$ cat src/rtl/cpacc_pkg.sv
package cpacc_pkg;
  typedef enum logic [1:0] {
    OP_READ = 2'b00,
    OP_ABSD = 2'b01,
    OP_MAC  = 2'b10,
    OP_ZERO = 2'b11
  } cpacc_op_e;

  // Bit offset of a component inside one packed pixel (0 luma, 1/2 chroma)
  function automatic int comp_lsb(int comp, int y_w, int c_w);
    return (comp == 0) ? 0 : ((comp == 1) ? y_w : y_w + c_w);
  endfunction
endpackage

$ cat src/rtl/cpacc_lane.sv
module cpacc_lane #(
  parameter int SRC_W   = 6,
  parameter int FIELD_W = 21
) (
  input  logic               clk,
  input  logic               rst_n,
  input  logic               acc_en_i,
  input  logic               clr_i,
  input  logic               mac_sel_i,
  input  logic [SRC_W-1:0]   a_i,
  input  logic [SRC_W-1:0]   b_i,
  output logic [FIELD_W-1:0] field_o
);
  localparam int PROD_W = 2 * SRC_W;

  logic [SRC_W-1:0]   diff;
  logic [PROD_W-1:0]  prod;
  logic [PROD_W-1:0]  incr;
  logic [FIELD_W-1:0] field_d;
  logic [FIELD_W-1:0] field_q;
  logic               field_en;

  // next-state
  always_comb begin
    diff     = (a_i >= b_i) ? (a_i - b_i) : (b_i - a_i);
    prod     = PROD_W'(a_i) * PROD_W'(b_i);
    incr     = mac_sel_i ? prod : PROD_W'(diff);
    field_en = clr_i | acc_en_i;
    field_d  = clr_i ? '0 : (field_q + FIELD_W'(incr));
  end

  // register
  always_ff @(posedge clk or negedge rst_n) begin
    if (!rst_n)        field_q <= '0;
    else if (field_en) field_q <= field_d;
  end

  assign field_o = field_q;
endmodule

$ cat src/rtl/cpacc_rdmux.sv
module cpacc_rdmux #(
  parameter int ACC_W = 128,
  parameter int RD_W  = 32,
  localparam int SLICES = ACC_W / RD_W,
  localparam int SEL_W  = $clog2(SLICES)
) (
  input  logic             clk,
  input  logic             rst_n,
  input  logic             rd_en_i,
  input  logic [SEL_W-1:0] sel_i,
  input  logic [ACC_W-1:0] acc_i,
  output logic [RD_W-1:0]  rd_o
);
  logic [RD_W-1:0] rd_d;
  logic [RD_W-1:0] rd_q;

  always_comb rd_d = acc_i[sel_i*RD_W +: RD_W];

  always_ff @(posedge clk or negedge rst_n) begin
    if (!rst_n)       rd_q <= '0;
    else if (rd_en_i) rd_q <= rd_d;
  end

  assign rd_o = rd_q;
endmodule

$ cat src/rtl/cpacc_unit.sv
module cpacc_unit #(
  parameter int Y_W     = 6,
  parameter int C_W     = 5,
  parameter int FIELD_W = 21,
  parameter int ACC_W   = 128,
  parameter int RD_W    = 32
) (
  input  logic                         clk,
  input  logic                         rst_n,
  input  logic                         op_valid_i,
  input  logic [1:0]                   opcode_i,
  input  logic [$clog2(ACC_W/RD_W)-1:0] slice_sel_i,
  input  logic [2*(Y_W+2*C_W)-1:0]     opnd_a_i,
  input  logic [2*(Y_W+2*C_W)-1:0]     opnd_b_i,
  output logic [RD_W-1:0]              rd_data_o
);
  import cpacc_pkg::*;

  localparam int PIX_W  = Y_W + 2 * C_W;
  localparam int LANES  = 6;
  localparam int USED_W = LANES * FIELD_W;

  logic [1:0]         rst_sync_q;
  logic               rst_int_n;
  cpacc_op_e          op;
  logic               acc_en;
  logic               clr;
  logic               mac_sel;
  logic               rd_en;
  logic [ACC_W-1:0]   acc_packed;

  // reset: asserted asynchronously, released on the clock
  always_ff @(posedge clk or negedge rst_n) begin
    if (!rst_n) rst_sync_q <= 2'b00;
    else        rst_sync_q <= {rst_sync_q[0], 1'b1};
  end
  assign rst_int_n = rst_sync_q[1];

  // command decode
  always_comb begin
    op      = cpacc_op_e'(opcode_i);
    acc_en  = op_valid_i && ((op == OP_ABSD) || (op == OP_MAC));
    mac_sel = (op == OP_MAC);
    clr     = op_valid_i && (op == OP_ZERO);
    rd_en   = op_valid_i && (op == OP_READ);
  end

  for (genvar g = 0; g < LANES; g++) begin : g_lane
    localparam int PIX  = g / 3;
    localparam int COMP = g % 3;
    localparam int SW   = (COMP == 0) ? Y_W : C_W;
    localparam int LSB  = PIX * PIX_W + comp_lsb(COMP, Y_W, C_W);

    logic [FIELD_W-1:0] field;

    cpacc_lane #(.SRC_W(SW), .FIELD_W(FIELD_W)) lane_i (
      .clk       (clk),
      .rst_n     (rst_int_n),
      .acc_en_i  (acc_en),
      .clr_i     (clr),
      .mac_sel_i (mac_sel),
      .a_i       (opnd_a_i[LSB +: SW]),
      .b_i       (opnd_b_i[LSB +: SW]),
      .field_o   (field)
    );
    assign acc_packed[g*FIELD_W +: FIELD_W] = field;
  end

  if (ACC_W > USED_W) begin : g_pad
    assign acc_packed[ACC_W-1:USED_W] = '0;
  end

  cpacc_rdmux #(.ACC_W(ACC_W), .RD_W(RD_W)) rdmux_i (
    .clk     (clk),
    .rst_n   (rst_int_n),
    .rd_en_i (rd_en),
    .sel_i   (slice_sel_i),
    .acc_i   (acc_packed),
    .rd_o    (rd_data_o)
  );
endmodule

$ cat config.mk
export PLATFORM = sky130hd
export DESIGN_NAME = cpacc_unit
export DESIGN_NICKNAME = d
export VERILOG_FILES = /design/src/rtl/cpacc_pkg.sv /design/src/rtl/cpacc_lane.sv /design/src/rtl/cpacc_rdmux.sv /design/src/rtl/cpacc_unit.sv
export SDC_FILE = /design/constraint.sdc
export NUM_CORES = 1
export LEC_CHECK = 0
export BUFFER_PORTS_ARGS = -buffer_cell sky130_fd_sc_hd__buf_2
export CORE_AREA = 3 3 242 244
export DETAILED_ROUTE_END_ITERATION = 7
export DIE_AREA = 0 0 245 247
export PLACE_DENSITY = 0.49
export SETUP_SLACK_MARGIN = 0.5
export SYNTH_ARGS = -nofsm -noshare
export SYNTH_HDL_FRONTEND = slang
export SYNTH_SLANG_ARGS = --single-unit
$ cat constraint.sdc
create_clock -name clk -period 8.6 [get_ports clk]
set_input_delay 1.72 -clock clk [delete_from_list [all_inputs] [get_ports clk]]
set_output_delay 1.72 -clock clk [all_outputs]
set_load 0.02 [all_outputs]
==> results of run 1 <==
[flip-flops by register name (all words and copies together) (netlist names)]
signal	count
rdmux_i.rd_o	32
g_lane.lane_i.field_o	126
rst_sync_q	2
[final cells by class]
class / instances / area, um^2
Fill cell: 5751 / 36020
Timing Repair Buffer: 112 / 585.6
Clock inverter: 11 / 131.4
Tap cell: 756 / 945.9
Clock buffer: 21 / 450.4
Multi-Input combinational cell: 1620 / 13440
Antenna cell: 1 / 2.502
Inverter: 243 / 912.1
Sequential cell: 160 / 4008
[cells in the final DEF, fill, tap and decap left out, drive strengths merged, types with 16 or more instances in the layout]
cell type    n
fa          88
and2        52
xor2        51
o21bai      16
mux4        30
nand3       27
mux2i       42
dfrtp      160
inv        246
o21ai      114
a21oi      116
buf        112
mux2        37
nand2      182
or3         18
nor3        19
o211ai      25
clkbuf      21
ha         269
xnor2       64
nor2       184
nand2b      39
a21o        43
[metrics by stage]
stage / utilization [%] / cells / worst slack (ns)
after floorplan: - / 2080 / 2.375
after global placement: 35.22 / 2891 / 1.643
after detailed placement: 35.22 / 2891 / 1.553
after CTS: 36.25 / 2923 / 2.011
after global routing: 36.25 / 2923 / 1.555
final: 36.25 / 2924 / 2.022
[cells by family (layout without fill, tap and decap cells)]
group                      Yosys count  in the layout  share of synthesized area (%)
and+or+nand+nor                    600            600                          15.33
AOI/OAI and AO/OA                  438            438                          15.70
adders and majority gates          357            357                          27.61
buffers and inverters              300            387                          6.224
DFF                                160            160                          21.56
xor gates and xnor gates           115            115                          5.423
muxes                              109            109                          8.144
other                                1              2                        0.02019
[cells in the mapped netlist, types with 9 or more instances]
master     instances  share of area (%)
o21ai_0          102                2.7
o21bai_1          16               0.65
nor2_1           184                3.7
nand2_1          182                3.7
buf_2             13               0.35
a21o_1            42                1.7
clkbuf_1          35               0.71
and2_1            51                1.7
or3_1             18               0.61
nor4_1             9               0.30
a21oi_1          115                3.1
xnor2_1           64                3.0
a22o_1            14               0.66
a211oi_1          14               0.57
inv_1            243                4.9
ha_1             269                 18
mux2i_1           42                2.3
mux4_2            30                3.6
nand3_1           27               0.73
mux2_2            37                2.2
fa_1              88                9.5
nor3_1            19               0.51
nand2b_1          39                1.3
dfrtp_1          160                 22
xor2_1            51                2.4
and3_1            15               0.51
a2111oi_0          9               0.42
o211ai_1          25                1.0
nand4_1           10               0.34
[metal layers]
layer / part of all wire, % / vias up
met4: 2.0 / 0
li1: - / 7357
met5: 0 / -
met2: 46 / 236
met1: 49 / 7300
met3: 2.9 / 43
[worst reg2reg max path, delay by kind of cell (launching register included)]
kind	cells	cell delay (ns)
xor gates and xnor gates	1	0.14
buffers and inverters	1	0.07
DFF	1	0.46
AOI/OAI and AO/OA	3	1.09
adders and majority gates	2	0.63
and+or+nand+nor	2	0.26
[final timing paths]
path / start / end / slack (ns)
min: rst_sync_q[0] / rst_sync_q[1] / 0.35
max reg2reg: g_lane[4].lane_i.field_o[0] / g_lane[4].lane_i.field_o[14] / 5.81
min in group asynchronous: rst_sync_q[1] / g_lane[0].lane_i.field_o[2] / 0.41
min reg2reg: rst_sync_q[0] / rst_sync_q[1] / 0.35
max: opnd_b_i[1] / g_lane[0].lane_i.field_o[15] / 2.02
max in group asynchronous: rst_sync_q[1] / g_lane[5].lane_i.field_o[5] / 6.29
[power groups by stage]
stage	clock (W)	sequential, W	combinational (W)
after global placement	0	0.00111	0.00191
after global routing	0.000829	0.00112	0.00220
after floorplan	0	0.00106	0.00145
final	0.000775	0.00110	0.00194
after detailed placement	0	0.00111	0.00194
after CTS	0.000798	0.00110	0.00195
==> impl_metrics.json, run 1 <==
{
  "outcome": "finished clean",
  "wirelength_um": 49990,
  "gr-usage-met1_pct": 23.30,
  "cts.sinks": 160,
  "fin_skew_ns": 0.01143,
  "place_area_um2": 19900,
  "dp_hpwl_um": 39880,
  "syn-num-nets": 2508,
  "cts-buffers-inserted": 17,
  "area_growth_syn_to_layout_pct": 10.26,
  "cp_max_fo": 6,
  "htreeDepth": 4,
  "fmaxAchievable_ghz": 0.1520,
  "path_cells": "buf_2, inv_1, nor2_1, fa_1, inv_1, fa_1, fa_1, inv_1, ha_1, a21o_1, a21oi_1, o21bai_1, a2111oi_0, or3_1, mux2i_1, ha_1, o21a_1, nor2_1, a21oi_1, o2111ai_1, xor2_1, nor2_1",
  "grt_use_met2_pct": 27.70,
  "combPwrFrac_pct": 50.8,
  "async_reset_ff_share_pct": 100.0,
  "cts_resized": 0,
  "synth-main-ff-cell": "dfrtp_1",
  "finalNetCount": 2582,
  "power_frac_seq_pct": 28.8,
  "final_cell_area_um2": 20480,
  "detail-route-antenna-nets": 0,
  "tightest_slew_ns": 0.9056,
  "power.density_nw_per_um2": 186.1,
  "drc": 0,
  "cts_max_path_buffers": 2,
  "worstSkewPairLatency_ns": 0.45,
  "fp.dieH_um": 247,
  "cpPeakStageDelay_ns": 0.56,
  "vias": 14940,
  "cp.depth": 22,
  "rows": 87,
  "ys_ff_latch": 160,
  "yosys_warnings": 0,
  "postSynthCellCount": 2080,
  "drv_cap": 0,
  "cts_hold_buf": 0,
  "met3_usage_pct": 1.843,
  "cp.arrival_ns": 6.88,
  "p_int_w": 0.002192,
  "cts_tree": "built",
  "critical-path-top-delay-family": "adder cells",
  "netlist_area_um2": 18570,
  "critPathBufInv": 4,
  "grt_max_degree": 59,
  "drtPass1Iterations": 5,
  "grt_antenna_before_repair": 1,
  "cp-start-kind": "input pin",
  "critical_path_class": "input pin to flip-flop",
  "switchingPower_w": 0.001619,
  "total_power_w": 0.003811,
  "io_buffers": 102,
  "p_leak_nw": 10.13,
  "finalCritPeriodShare_pct": 76.49,
  "cp_data_required_time_ns": 8.91,
  "relSlewSlack_pct": 39.62,
  "hp-class": "flip-flop to flip-flop",
  "fp.coreArea_um2": 56500,
  "cts_setup_buffers": 0,
  "setup_viol": 0,
  "initial_utilization_pct": 32.88,
  "finalHoldViolCount": 0,
  "ir_worst_vdd_v": 0.0001293,
  "die-width_um": 245,
  "drtIter0Drc": 867,
  "cts.clk_slew.worst_paths_ns": 0.07,
  "cp-end-kind": "flip-flop",
  "grt.busiest_layer": "met2",
  "syn-mean-instance-area_um2": 8.930,
  "die_area_um2": 60520,
  "min_period_ns": 6.578,
  "critical-path-slowest-cell": "fa_1",
  "hold_depth": 0,
  "cts_root_buf": "clkbuf_16",
  "drv_slew": 0,
  "ys_seq_area_share_pct": 21.56,
  "pwr-share-clk_pct": 20.3,
  "final_layout_size_suffix_gt1_share_pct": 11.12,
  "synth_edf_count": 0,
  "io_pins": 103,
  "vias_per_cell": 5.108,
  "grt_pass1_vias": 15220,
  "fin_tns_setup_ns": 0,
  "grt_util_all_layers_pct": 16.73,
  "synth_cell_type_count": 83,
  "grt_pass1_wl_um": 81190,
  "place_congestion": 0.8417,
  "grt_overflow": 0,
  "rsz0062_at_grt": "no",
  "wl_per_cell_um": 17.10,
  "whs_ns": 0.3547,
  "swShare_pct": 42.48,
  "reg2reg_depth": 9
}
Note: power is estimated with default switching activity, not from simulation.
==> run 2, diff against run 1 <==
==> constraint.sdc (replaced) <==
create_clock -name clk -period 6.2 [get_ports clk]
set_input_delay 1.24 -clock clk [delete_from_list [all_inputs] [get_ports clk]]
set_output_delay 1.24 -clock clk [all_outputs]
set_load 0.02 [all_outputs]
==> run 2 against run 1 <==
Net effect: critical path type unchanged; sequential share of layout area fell by 0.66 points; count of clock-buffer cells in the layout down 3; first-iteration DRC count decreased by 13%.
==> impl_metrics.json, run 2 (synthesized netlist as in run 1, its figures left out) <==
{
  "outcome": "finished clean",
  "ir_worst_vdd_v": 0.0001891,
  "preCtsSetupSlack_ns": -0.05444,
  "fp.dieH_um": 247,
  "wirelength_um": 50930,
  "cp_data_required_time_ns": 6.51,
  "critical_path_class": "input pin to flip-flop",
  "antenna_cells": 0,
  "initial_utilization_pct": 32.88,
  "final_layout_size_suffix_gt1_share_pct": 15.94,
  "cts.clk_slew.worst_paths_ns": 0.07,
  "finalNetCount": 2624,
  "path_cells": "buf_2, inv_2, nor2_1, fa_1, inv_1, fa_1, fa_1, inv_1, ha_4, a21o_1, a21oi_2, o21bai_2, a21oi_2, xnor2_1, and2_1, ha_2, and3_4, and3_4, a2111oi_4, buf_4, nor4_1, xnor2_1, nor2_1",
  "critPathBufInv": 5,
  "grt_max_degree": 77,
  "die-width_um": 245,
  "htreeDepth": 4,
  "grt_pass1_vias": 15360,
  "place_congestion": 0.8721,
  "cp_max_fo": 6,
  "finalHoldViolCount": 0,
  "vias": 15070,
  "grt_antenna_before_repair": 0,
  "grt_pass1_wl_um": 82690,
  "cts_hold_buf": 0,
  "drv_cap": 0,
  "grt_util_all_layers_pct": 17.04,
  "hp-class": "flip-flop to asynchronous set/reset pin",
  "worstSkewPairLatency_ns": 0.45,
  "area_growth_syn_to_layout_pct": 14.13,
  "fp.coreArea_um2": 56500,
  "drv_slew": 0,
  "tightest_slew_ns": 1.118,
  "final.fill_count": 5714,
  "critical-path-top-delay-family": "adder cells",
  "finalCritPeriodShare_pct": 88.69,
  "fin_skew_ns": 0.01038,
  "detail-route-antenna-nets": 0,
  "critical-path-slowest-cell": "fa_1",
  "largest_reg_flops": 126,
  "cts.sinks": 160,
  "power.density_nw_per_um2": 259.3,
  "cts-buffers-inserted": 17,
  "io_buffers": 102,
  "cp.arrival_ns": 5.81,
  "rsz0062_at_grt": "no",
  "cts_root_buf": "clkbuf_16",
  "fin_tns_setup_ns": 0,
  "final_common_cell": "ha_1",
  "cp-end-kind": "flip-flop",
  "min_period_ns": 5.499,
  "cts_tree": "built",
  "relSlewSlack_pct": 25.39,
  "final_cell_mix": "ha_1, inv_1, nand2_1",
  "drc": 0,
  "grt_overflow": 0,
  "drtPass1Iterations": 6,
  "rows": 87,
  "drtIter0Drc": 753,
  "fmaxAchievable_ghz": 0.1819,
  "cp-start-kind": "input pin",
  "cpPeakStageDelay_ns": 0.55,
  "vias_per_cell": 5.084,
  "crit_top_cell": "fa_1",
  "wl_per_cell_um": 17.18,
  "setup_ws_ns": 0.7012,
  "io_pins": 103,
  "die_area_um2": 60520,
  "setup_viol": 0,
  "dp_hpwl_um": 40480,
  "p_leak_nw": 10.35,
  "cts_max_path_buffers": 2
}
==> run 2: cell types whose count changed in the layout (fill, tap and decap cells not counted), sizes merged <==
cell,before,now
diode,1,0
clkbuf,21,18
clkinv,3,1
inv,246,250
buf,112,154
==> run 2: final cells by class <==
cell class	count	area, um^2	area share (%)
multi-input cells	1620	13850	65.34
flip-flops and latches	160	4008	18.90
well taps	756	945.9	4.462
inverters	243	912.1	4.303
repair buffers	154	900.9	4.250
clock buffers	18	429.2	2.024
clock inverters	13	151.4	0.7142
==> run 2: path summary, 6_finish.rpt <==
check,to,cells after the start,from,slack [ns]
worst min register to register,g_lane[0].lane_i.field_o[2],0,rst_sync_q[1],0.31
worst max register to register,g_lane[4].lane_i.field_o[16],9,g_lane[4].lane_i.field_o[0],3.49
min in group clk,rst_sync_q[1],0,rst_sync_q[0],0.35
max in group asynchronous,rdmux_i.rd_o[16],1,rst_sync_q[1],4.50
worst min-delay path,g_lane[0].lane_i.field_o[2],0,rst_sync_q[1],0.31
worst max-delay path,g_lane[0].lane_i.field_o[14],23,opnd_a_i[3],0.70
==> run 2: per-layer routing <==
layer | routed length [um] | vias to the layer above | part of all wire (%) | track usage (%)
li1 | - | 7422 | - | -
met1 | 24450 | 7369 | 48 | 23.63
met2 | 24390 | 237 | 48 | 29.07
met3 | 1384 | 40 | 2.7 | 1.540
met4 | 698 | 0 | 1.4 | 3.404
met5 | 0 | - | 0 | 0
==> run 2: through the flow <==
| step | cell area (um^2) | utilization [%] | power [W] | cells | hold slack, ns |
|---|---|---|---|---|---|
| after floorplan | 18590 | - | 0.003488 | 2080 | 0.3312 |
| final | 21200 | 37.52 | 0.005496 | 2964 | 0.3055 |
| after global placement | 20180 | 35.71 | 0.004243 | 2927 | 0.3160 |
| after global routing | 21200 | 37.52 | 0.005962 | 2964 | 0.3539 |
| after detailed placement | 20180 | 35.71 | 0.004278 | 2927 | 0.3178 |
| after CTS | 20760 | 36.75 | 0.005404 | 2958 | 0.3312 |
==> run 2: repair_timing <==
item / in CTS / in global routing
gates cloned: 0 / 0
buffers inserted: 0 / 6
pin swaps: 0 / 19
gates resized for setup: 3 / 84
setup endpoints to repair: 10 / 65
==> run 2: power by group <==
part / switching [W] / internal [W]
clock: 0.000485 / 0.000600
sequential: 0.000271 / 0.00126
combinational: 0.00160 / 0.00129
total: 0.00235 / 0.00314
